<file path="src/rtl/osr_rx_pkg.sv">
package osr_rx_pkg;

    typedef enum logic [1:0] {
        ST_HUNT,
        ST_START,
        ST_DATA,
        ST_STOP
    } rx_state_t;

    function automatic logic maj3(input logic a, input logic b, input logic c);
        return (a & b) | (a & c) | (b & c);
    endfunction

endpackage

</file>
<file path="src/rtl/osr_rx_baud.sv">
module osr_rx_baud #(
    parameter int DIV_W = 13
) (
    input  logic             clk,
    input  logic             rst_n,
    input  logic [DIV_W-1:0] divisor,
    output logic             tick
);
    localparam int CNT_W = DIV_W + 1;

    logic [CNT_W-1:0] cnt;
    logic [CNT_W-1:0] last;
    logic             run;

    assign last = {divisor, 1'b0} - CNT_W'(1);
    assign run  = (divisor != '0);
    assign tick = run && (cnt >= last);

    always_ff @(posedge clk or negedge rst_n) begin
        if (!rst_n)              cnt <= '0;
        else if (!run || tick)   cnt <= '0;
        else                     cnt <= cnt + CNT_W'(1);
    end
endmodule

</file>
<file path="src/rtl/osr_rx_sync.sv">
module osr_rx_sync #(
    parameter int STAGES = 2
) (
    input  logic clk,
    input  logic rst_n,
    input  logic loop_en,
    input  logic loop_in,
    input  logic pin,
    output logic line
);
    logic [STAGES-1:0] q;

    always_ff @(posedge clk or negedge rst_n) begin
        if (!rst_n) q <= '1;
        else        q <= {q[STAGES-2:0], (loop_en ? loop_in : pin)};
    end

    assign line = q[STAGES-1];
endmodule

</file>
<file path="src/rtl/osr_rx_idle.sv">
module osr_rx_idle #(
    parameter int CNT_W = 8
) (
    input  logic             clk,
    input  logic             rst_n,
    input  logic             clr,
    input  logic             tick,
    input  logic             line,
    input  logic             count_en,
    input  logic [CNT_W-1:0] limit,
    output logic             hit
);
    logic [CNT_W-1:0] run_len;

    assign hit = tick && line && count_en && (run_len == limit - CNT_W'(1));

    always_ff @(posedge clk or negedge rst_n) begin
        if (!rst_n)                 run_len <= '0;
        else if (clr)               run_len <= '0;
        else if (tick) begin
            if (!line)              run_len <= '0;
            else if (count_en && run_len < limit)
                                    run_len <= run_len + CNT_W'(1);
        end
    end
endmodule

</file>
<file path="src/rtl/osr_uart_rx.sv">
module osr_uart_rx
    import osr_rx_pkg::*;
#(
    parameter int DIV_W    = 13,
    parameter int OSR      = 16,
    parameter int MAX_BITS = 9,
    parameter int SYNC     = 2
) (
    input  logic                clk,
    input  logic                rst_n,
    input  logic                rx_enable,
    input  logic [DIV_W-1:0]    baud_div,
    input  logic                wide_frame,
    input  logic                parity_on,
    input  logic                parity_odd,
    input  logic                idle_after_stop,
    input  logic                wake_on_mark,
    input  logic                sleep_req,
    input  logic                loop_en,
    input  logic                loop_in,
    input  logic                rx_pin,
    input  logic                data_taken,
    input  logic                idle_taken,
    output logic [MAX_BITS-1:0] rx_data,
    output logic                rx_full,
    output logic                rx_busy,
    output logic                line_idle,
    output logic                overrun,
    output logic                noise_err,
    output logic                frame_err,
    output logic                parity_err,
    output logic                sleeping
);
    localparam int SUB_W  = $clog2(OSR);
    localparam int IDX_W  = $clog2(MAX_BITS + 1);
    localparam int IDLE_W = $clog2(OSR * (MAX_BITS + 2) + 1);
    localparam logic [SUB_W-1:0] S_A    = SUB_W'(OSR / 2 - 1);
    localparam logic [SUB_W-1:0] S_B    = SUB_W'(OSR / 2);
    localparam logic [SUB_W-1:0] S_C    = SUB_W'(OSR / 2 + 1);
    localparam logic [SUB_W-1:0] S_LAST = SUB_W'(OSR - 1);
    localparam logic [IDLE_W-1:0] IDLE_WIDE   = IDLE_W'(OSR * (MAX_BITS + 2));
    localparam logic [IDLE_W-1:0] IDLE_NARROW = IDLE_W'(OSR * (MAX_BITS + 1));

    rx_state_t         state, state_nx;
    logic [SUB_W-1:0]  sub;
    logic [IDX_W-1:0]  idx, idx_last;
    logic [MAX_BITS-1:0] sh;
    logic              tick, line, prev_line, smp_a, smp_b, noise_acc;
    logic              vote, split, fall, mid, bit_end, frame_done;
    logic              idle_hit, mark_bit, deliver, full_busy, pf_now;
    logic              idle_armed;

    osr_rx_baud #(.DIV_W(DIV_W)) u_baud (
        .clk(clk), .rst_n(rst_n), .divisor(baud_div), .tick(tick)
    );

    osr_rx_sync #(.STAGES(SYNC)) u_sync (
        .clk(clk), .rst_n(rst_n), .loop_en(loop_en), .loop_in(loop_in),
        .pin(rx_pin), .line(line)
    );

    osr_rx_idle #(.CNT_W(IDLE_W)) u_idle (
        .clk(clk), .rst_n(rst_n), .clr(!rx_enable), .tick(tick), .line(line),
        .count_en(!idle_after_stop || state == ST_HUNT),
        .limit(wide_frame ? IDLE_WIDE : IDLE_NARROW), .hit(idle_hit)
    );

    assign idx_last   = wide_frame ? IDX_W'(MAX_BITS - 1) : IDX_W'(MAX_BITS - 2);
    assign vote       = maj3(smp_a, smp_b, line);
    assign split      = !((smp_a == smp_b) && (smp_b == line));
    assign fall       = tick && (state == ST_HUNT) && prev_line && !line;
    assign mid        = tick && (sub == S_C);
    assign bit_end    = tick && (sub == S_LAST);
    assign frame_done = (state == ST_STOP) && mid;
    assign mark_bit   = sh[idx_last];
    assign deliver    = !sleeping || (wake_on_mark && mark_bit);
    assign full_busy  = rx_full && !data_taken;
    assign pf_now     = parity_on && ((^sh) != parity_odd);

    // next-state logic
    always_comb begin
        state_nx = state;
        unique case (state)
            ST_HUNT:  if (fall) state_nx = ST_START;
            ST_START: if (mid && vote) state_nx = ST_HUNT;
                      else if (bit_end) state_nx = ST_DATA;
            ST_DATA:  if (bit_end && idx == idx_last) state_nx = ST_STOP;
            ST_STOP:  if (mid) state_nx = ST_HUNT;
        endcase
        if (!rx_enable) state_nx = ST_HUNT;
    end

    // state register
    always_ff @(posedge clk or negedge rst_n) begin
        if (!rst_n) state <= ST_HUNT;
        else        state <= state_nx;
    end

    // datapath and outputs
    always_ff @(posedge clk or negedge rst_n) begin
        if (!rst_n) begin
            sub <= '0; idx <= '0; sh <= '0; prev_line <= 1'b0;
            smp_a <= 1'b1; smp_b <= 1'b1; noise_acc <= 1'b0;
            rx_data <= '0; rx_full <= 1'b0; rx_busy <= 1'b0;
            line_idle <= 1'b0; overrun <= 1'b0; noise_err <= 1'b0;
            frame_err <= 1'b0; parity_err <= 1'b0; sleeping <= 1'b0;
            idle_armed <= 1'b0;
        end else begin
            if (sleep_req) sleeping <= 1'b1;
            if (idle_taken) line_idle <= 1'b0;
            if (data_taken) begin
                rx_full <= 1'b0; overrun <= 1'b0; noise_err <= 1'b0;
                frame_err <= 1'b0; parity_err <= 1'b0;
            end
            if (!rx_enable) begin
                sub <= '0; idx <= '0; prev_line <= 1'b0;
            end else begin
                if (tick) begin
                    prev_line <= line;
                    sub <= (state == ST_HUNT) ? (fall ? SUB_W'(1) : '0) : sub + SUB_W'(1);
                    if (sub == S_A) smp_a <= line;
                    if (sub == S_B) smp_b <= line;
                end
                if (fall) begin
                    idx <= '0; sh <= '0; noise_acc <= 1'b0; rx_busy <= 1'b1;
                end
                if (mid && state == ST_START) noise_acc <= split;
                if (mid && state == ST_DATA) begin
                    sh[idx]   <= vote;
                    noise_acc <= noise_acc | split;
                end
                if (bit_end && state == ST_DATA && idx != idx_last)
                    idx <= idx + IDX_W'(1);
                if (frame_done && deliver) begin
                    sleeping <= 1'b0;
                    if (full_busy) overrun <= 1'b1;
                    else begin
                        rx_data    <= sh;
                        rx_full    <= 1'b1;
                        noise_err  <= noise_acc | split;
                        frame_err  <= !vote;
                        parity_err <= pf_now;
                        idle_armed <= 1'b1;
                    end
                end
                if (idle_hit) begin
                    rx_busy <= 1'b0;
                    if (sleeping && !wake_on_mark) sleeping <= 1'b0;
                    else if (!sleeping && idle_armed) begin
                        line_idle  <= 1'b1;
                        idle_armed <= 1'b0;
                    end
                end
            end
        end
    end
endmodule

</file>
<file path="config.mk">
export PLATFORM = sky130hd
export DESIGN_NAME = osr_uart_rx
export DESIGN_NICKNAME = d
export VERILOG_FILES = /design/src/rtl/osr_rx_pkg.sv /design/src/rtl/osr_rx_baud.sv /design/src/rtl/osr_rx_sync.sv /design/src/rtl/osr_rx_idle.sv /design/src/rtl/osr_uart_rx.sv
export SDC_FILE = /design/constraint.sdc
export NUM_CORES = 1
export LEC_CHECK = 0
export ABC_AREA = 1
export BUFFER_PORTS_ARGS = -buffer_cell sky130_fd_sc_hd__clkbuf_2
export CORE_AREA = 3 3 128 99
export DETAILED_ROUTE_END_ITERATION = 8
export DIE_AREA = 0 0 131 102
export GPL_TIMING_DRIVEN = 0
export HOLD_SLACK_MARGIN = 0.08
export SLEW_MARGIN = 0
export SYNTH_ARGS = -nofsm -noshare
export SYNTH_HDL_FRONTEND = slang
export SYNTH_HIERARCHICAL = 1
export SYNTH_SLANG_ARGS = --single-unit
</file>
<file path="constraint.sdc">
create_clock -name clk -period 4.4 [get_ports clk]
set_input_delay 0.22 -clock clk [delete_from_list [all_inputs] [get_ports clk]]
set_output_delay 0.22 -clock clk [all_outputs]
set_load 0.03 [all_outputs]
</file>
==> flow_summary_export.csv <==
group,metric,value,unit
floorplan,rows,34,
detailed_routing,top_layer,"met4",
global_routing,grt_max_degree,59,
logic_synthesis,ys_seq_elements,65,
clock_network,cts_buffers,9,
worst_setup_path,cp_slowest_stage_delay,0.60,ns
timing,min_period,3.66,ns
logic_synthesis,synth_flop_cell,"dfrtp_1",
final_layout,fin_util,49.0,%
timing,finalSetupTns,0,ns
worst_setup_path,path_cells,"clkbuf_2, inv_1, ha_1, nand2_1, nor3_1, nand2_1, xor2_1, ha_1, nand2_1, nor2_2, nand2_1, nor2_1, nand2_1, a21boi_1, nand2_1, nor3_1, nand2_1, nor2_2, nand2_1, nor3_2, nand2_1, nor3b_1, nor3b_1",
worst_setup_path,worst_path_most_repeated_cell,"nand2_1",
pwr,powerDensity,299,nW/um^2
detailed_routing,route.met2.wl,4700,um
clock_network,cts.sinks,65,
timing,rsz0062_at_grt,"no",
worst_setup_path,start_kind,"input port",
worst_setup_path,cp-end-kind,"flip-flop",
timing,relSlewSlack,52.3,%
floorplan,ios,44,
floorplan,die_area,13400,sq um
clock_network,cts_buffer_depth,2,
timing,setup_violations,0,
final_layout,regArea,1630,sq um
worst_setup_path,r2r_start,"u_baud/cnt[13]",
timing,tightest_slew,0.714,ns
detailed_routing,wl_met1,5390,um
clock_network,ctsRootBufferMaster,"clkbuf_16",
logic_synthesis,yosysMostFrequentCell,"nand2_1",
final_layout,multi_input_area,2770,sq um
logic_synthesis,synth_seq_area_share,34.0,%
detailed_routing,drc,0,
logic_synthesis,synth_area,4800,sq um
detailed_routing,wl_per_cell,11.8,um
logic_synthesis,syn_area_per_cell,7.30,sq um
final_layout,nets,795,
pwr,vdd.ir_drop.worst,195,uV
clock_network,cts_tree,"built",
detailed_routing,vias_per_cell,4.67,
worst_setup_path,cpMaxStageDelayCell,"a21boi_1",
floorplan,die_y,102,um
final_layout,area_growth,17.8,%
logic_synthesis,synth_top_area_share,31.8,%
flow_run,cap_violations,0,
logic_synthesis,ys_top_cells_by_area,"dfrtp_1, nand2_1, ha_1, inv_1, nand3_1",
detailed_routing,final_antenna_net_count,0,
timing,drv_slew,0,
timing,fin_crit_sh,83.1,%
detailed_routing,drt_pre_antenna_iters,5,
logic_synthesis,yosysTopAreaCell,"dfrtp_1",
global_routing,overflow,0,
clock_network,post_cts_buffers,0,
final_layout,diodes,0,
placement,io_buffer_count,43,
worst_setup_path,path_buf_inv,2,
timing,fin_worst_skew,0.00853,ns
worst_setup_path,arrival,3.88,ns
worst_setup_path,worstPathRequired,4.62,ns
final_layout,drive_above_1_share,16.9,%
logic_synthesis,yosys_warnings,6,
clock_network,clk_pin_slew,0.06,ns
status,outcome,"finished, final reports clean",
worst_setup_path,cp-startpoint,"baud_div[0]",
placement,hpwl,8110,um
detailed_routing,vias,4208,
timing,fmax,274,MHz
timing,hold_violations,0,
global_routing,grt_pass1_wl,18200,um
logic_synthesis,synth-edff-count,0,
worst_hold_path,hold_class,"input port to flip-flop",
clock_network,htree_levels,3,
worst_setup_path,cp_top_family,"simple AND/OR/NAND/NOR gates",
clock_network,clkLatencyLatePin,0.33,ns
worst_hold_path,hp-start,"sleep_req",
floorplan,dieWidth,131,um
floorplan,core,11500,sq um
global_routing,grt_usage,16.9,%
floorplan,initial_core_util,41.6,%
logic_synthesis,synth_top_cells_by_count,"nand2_1, inv_1, nor2_1",
global_routing,antenna_found_initial,0,
worst_setup_path,critPathKind,"input port to flip-flop",
detailed_routing,drtIter0Drc,282,
detailed_routing,met3WireLength,397,um
logic_synthesis,ys_async_sr_fraction,100,%
detailed_routing,drt-total-wl,10600,um
worst_setup_path,crit_fanout,7,
logic_synthesis,syn_inst,657,
pwr,p_leak,2.91,nW
placement,gp_congestion,0.843,
logic_synthesis,netlist-cell-type-count,42,
final_layout,fillers,1085,
global_routing,grt_pass1_vias,3998,
[placed cells by master, fill, tap and decap left out, drive strengths merged, types with 2 or more instances in the layout]
cell type / n
a21boi: 2
a21oi: 8
buf: 11
clkbuf: 55
clkinvlp: 3
conb: 18
dfrtp: 61
dfstp: 4
dlygate4sd3: 6
ha: 34
inv: 97
nand2: 185
nand3: 60
nand3b: 4
nand4: 8
nor2: 89
nor3: 13
nor3b: 2
o21ai: 38
o22ai: 3
xnor2: 10
xor2: 20
[tightest hold or removal path, delay by kind of cell]
kind                   cells  cell delay, ns
and+or+nand+nor            2            0.15
buffers and inverters      1            0.08
[power by group]
group / switching [mW] / total (mW) / leakage, nW / internal [mW]
Combinational: 0.181 / 0.309 / 1.94 / 0.128
Clock: 0.266 / 0.677 / 0.131 / 0.411
Sequential: 0.0610 / 0.703 / 0.838 / 0.642
Total: 0.508 / 1.69 / 2.91 / 1.18
[per-stage QoR]
stage | setup slack (ns) | total power, mW | std cells | area (sq um) | hold slack [ns]
CTS | 0.445 | 1.70 | 901 | 5650 | 0.156
floorplan | 1.17 | 0.926 | 673 | 4860 | -0.0756
global route | 0.262 | 1.79 | 901 | 5650 | 0.176
global placement | 0.170 | 1.00 | 878 | 5270 | 0.346
detailed placement | 0.0962 | 1.02 | 879 | 5300 | 0.0861
finish | 0.745 | 1.69 | 901 | 5650 | 0.163
[kinds of logic (layout without fill, tap and decap cells)]
| family | Yosys count | after routing | synth area share (%) |
|---|---|---|---|
| adders and majority gates | 34 | 34 | 8.87 |
| other | 2 | 18 | 0.157 |
| and+or+nand+nor | 363 | 363 | 34.9 |
| buffers and inverters | 107 | 173 | 9.39 |
| xor gates and xnor gates | 30 | 30 | 5.48 |
| AOI/OAI and AO/OA | 56 | 56 | 7.23 |
| DFF | 65 | 65 | 34.0 |
[final timing paths]
path	cells past startpoint	end	slack [ns]
min in group asynchronous	2	rx_data[5]	0.27
worst min-delay path	3	sleeping	0.16
max in group asynchronous	3	smp_b	3.56
worst max-delay path	23	sleeping	0.74
worst max register to register	16	sleeping	1.24
worst min register to register	0	u_sync/q[1]	0.36
[routing by layer]
| metal | vias to the layer above | global-route usage, % |
|---|---|---|
| li1 | 2211 | - |
| met1 | 1921 | 23.8 |
| met2 | 65 | 26.4 |
| met3 | 11 | 3.76 |
| met4 | 0 | 4.19 |
| met5 | - | 0 |
[registers in the layout (all words and copies together), names as in the netlist, 2 cells and up]
signal	flops
u_sync/q	2
state	2
sh	9
u_baud/cnt	14
u_idle/run_len	8
sub	4
rx_data	9
idx	4
[timing repair]
item	CTS	global route
setup endpoints to repair	0	1
hold buffers	6	0
endpoints found under the hold margin	64	0
gates resized for setup	0	1
[layout make-up]
cell class                      instances  area share [%]
Multi-Input combinational cell        501            49.1
Inverter                               97            6.45
Timing Repair Buffer                   50            5.41
Clock inverter                          4           0.487
Clock buffer                           12            4.54
Tap cell                              162            3.59
Buffer                                 10            1.53
Sequential cell                        65            28.9
No activity file was read; power rests on OpenSTA's default activity.
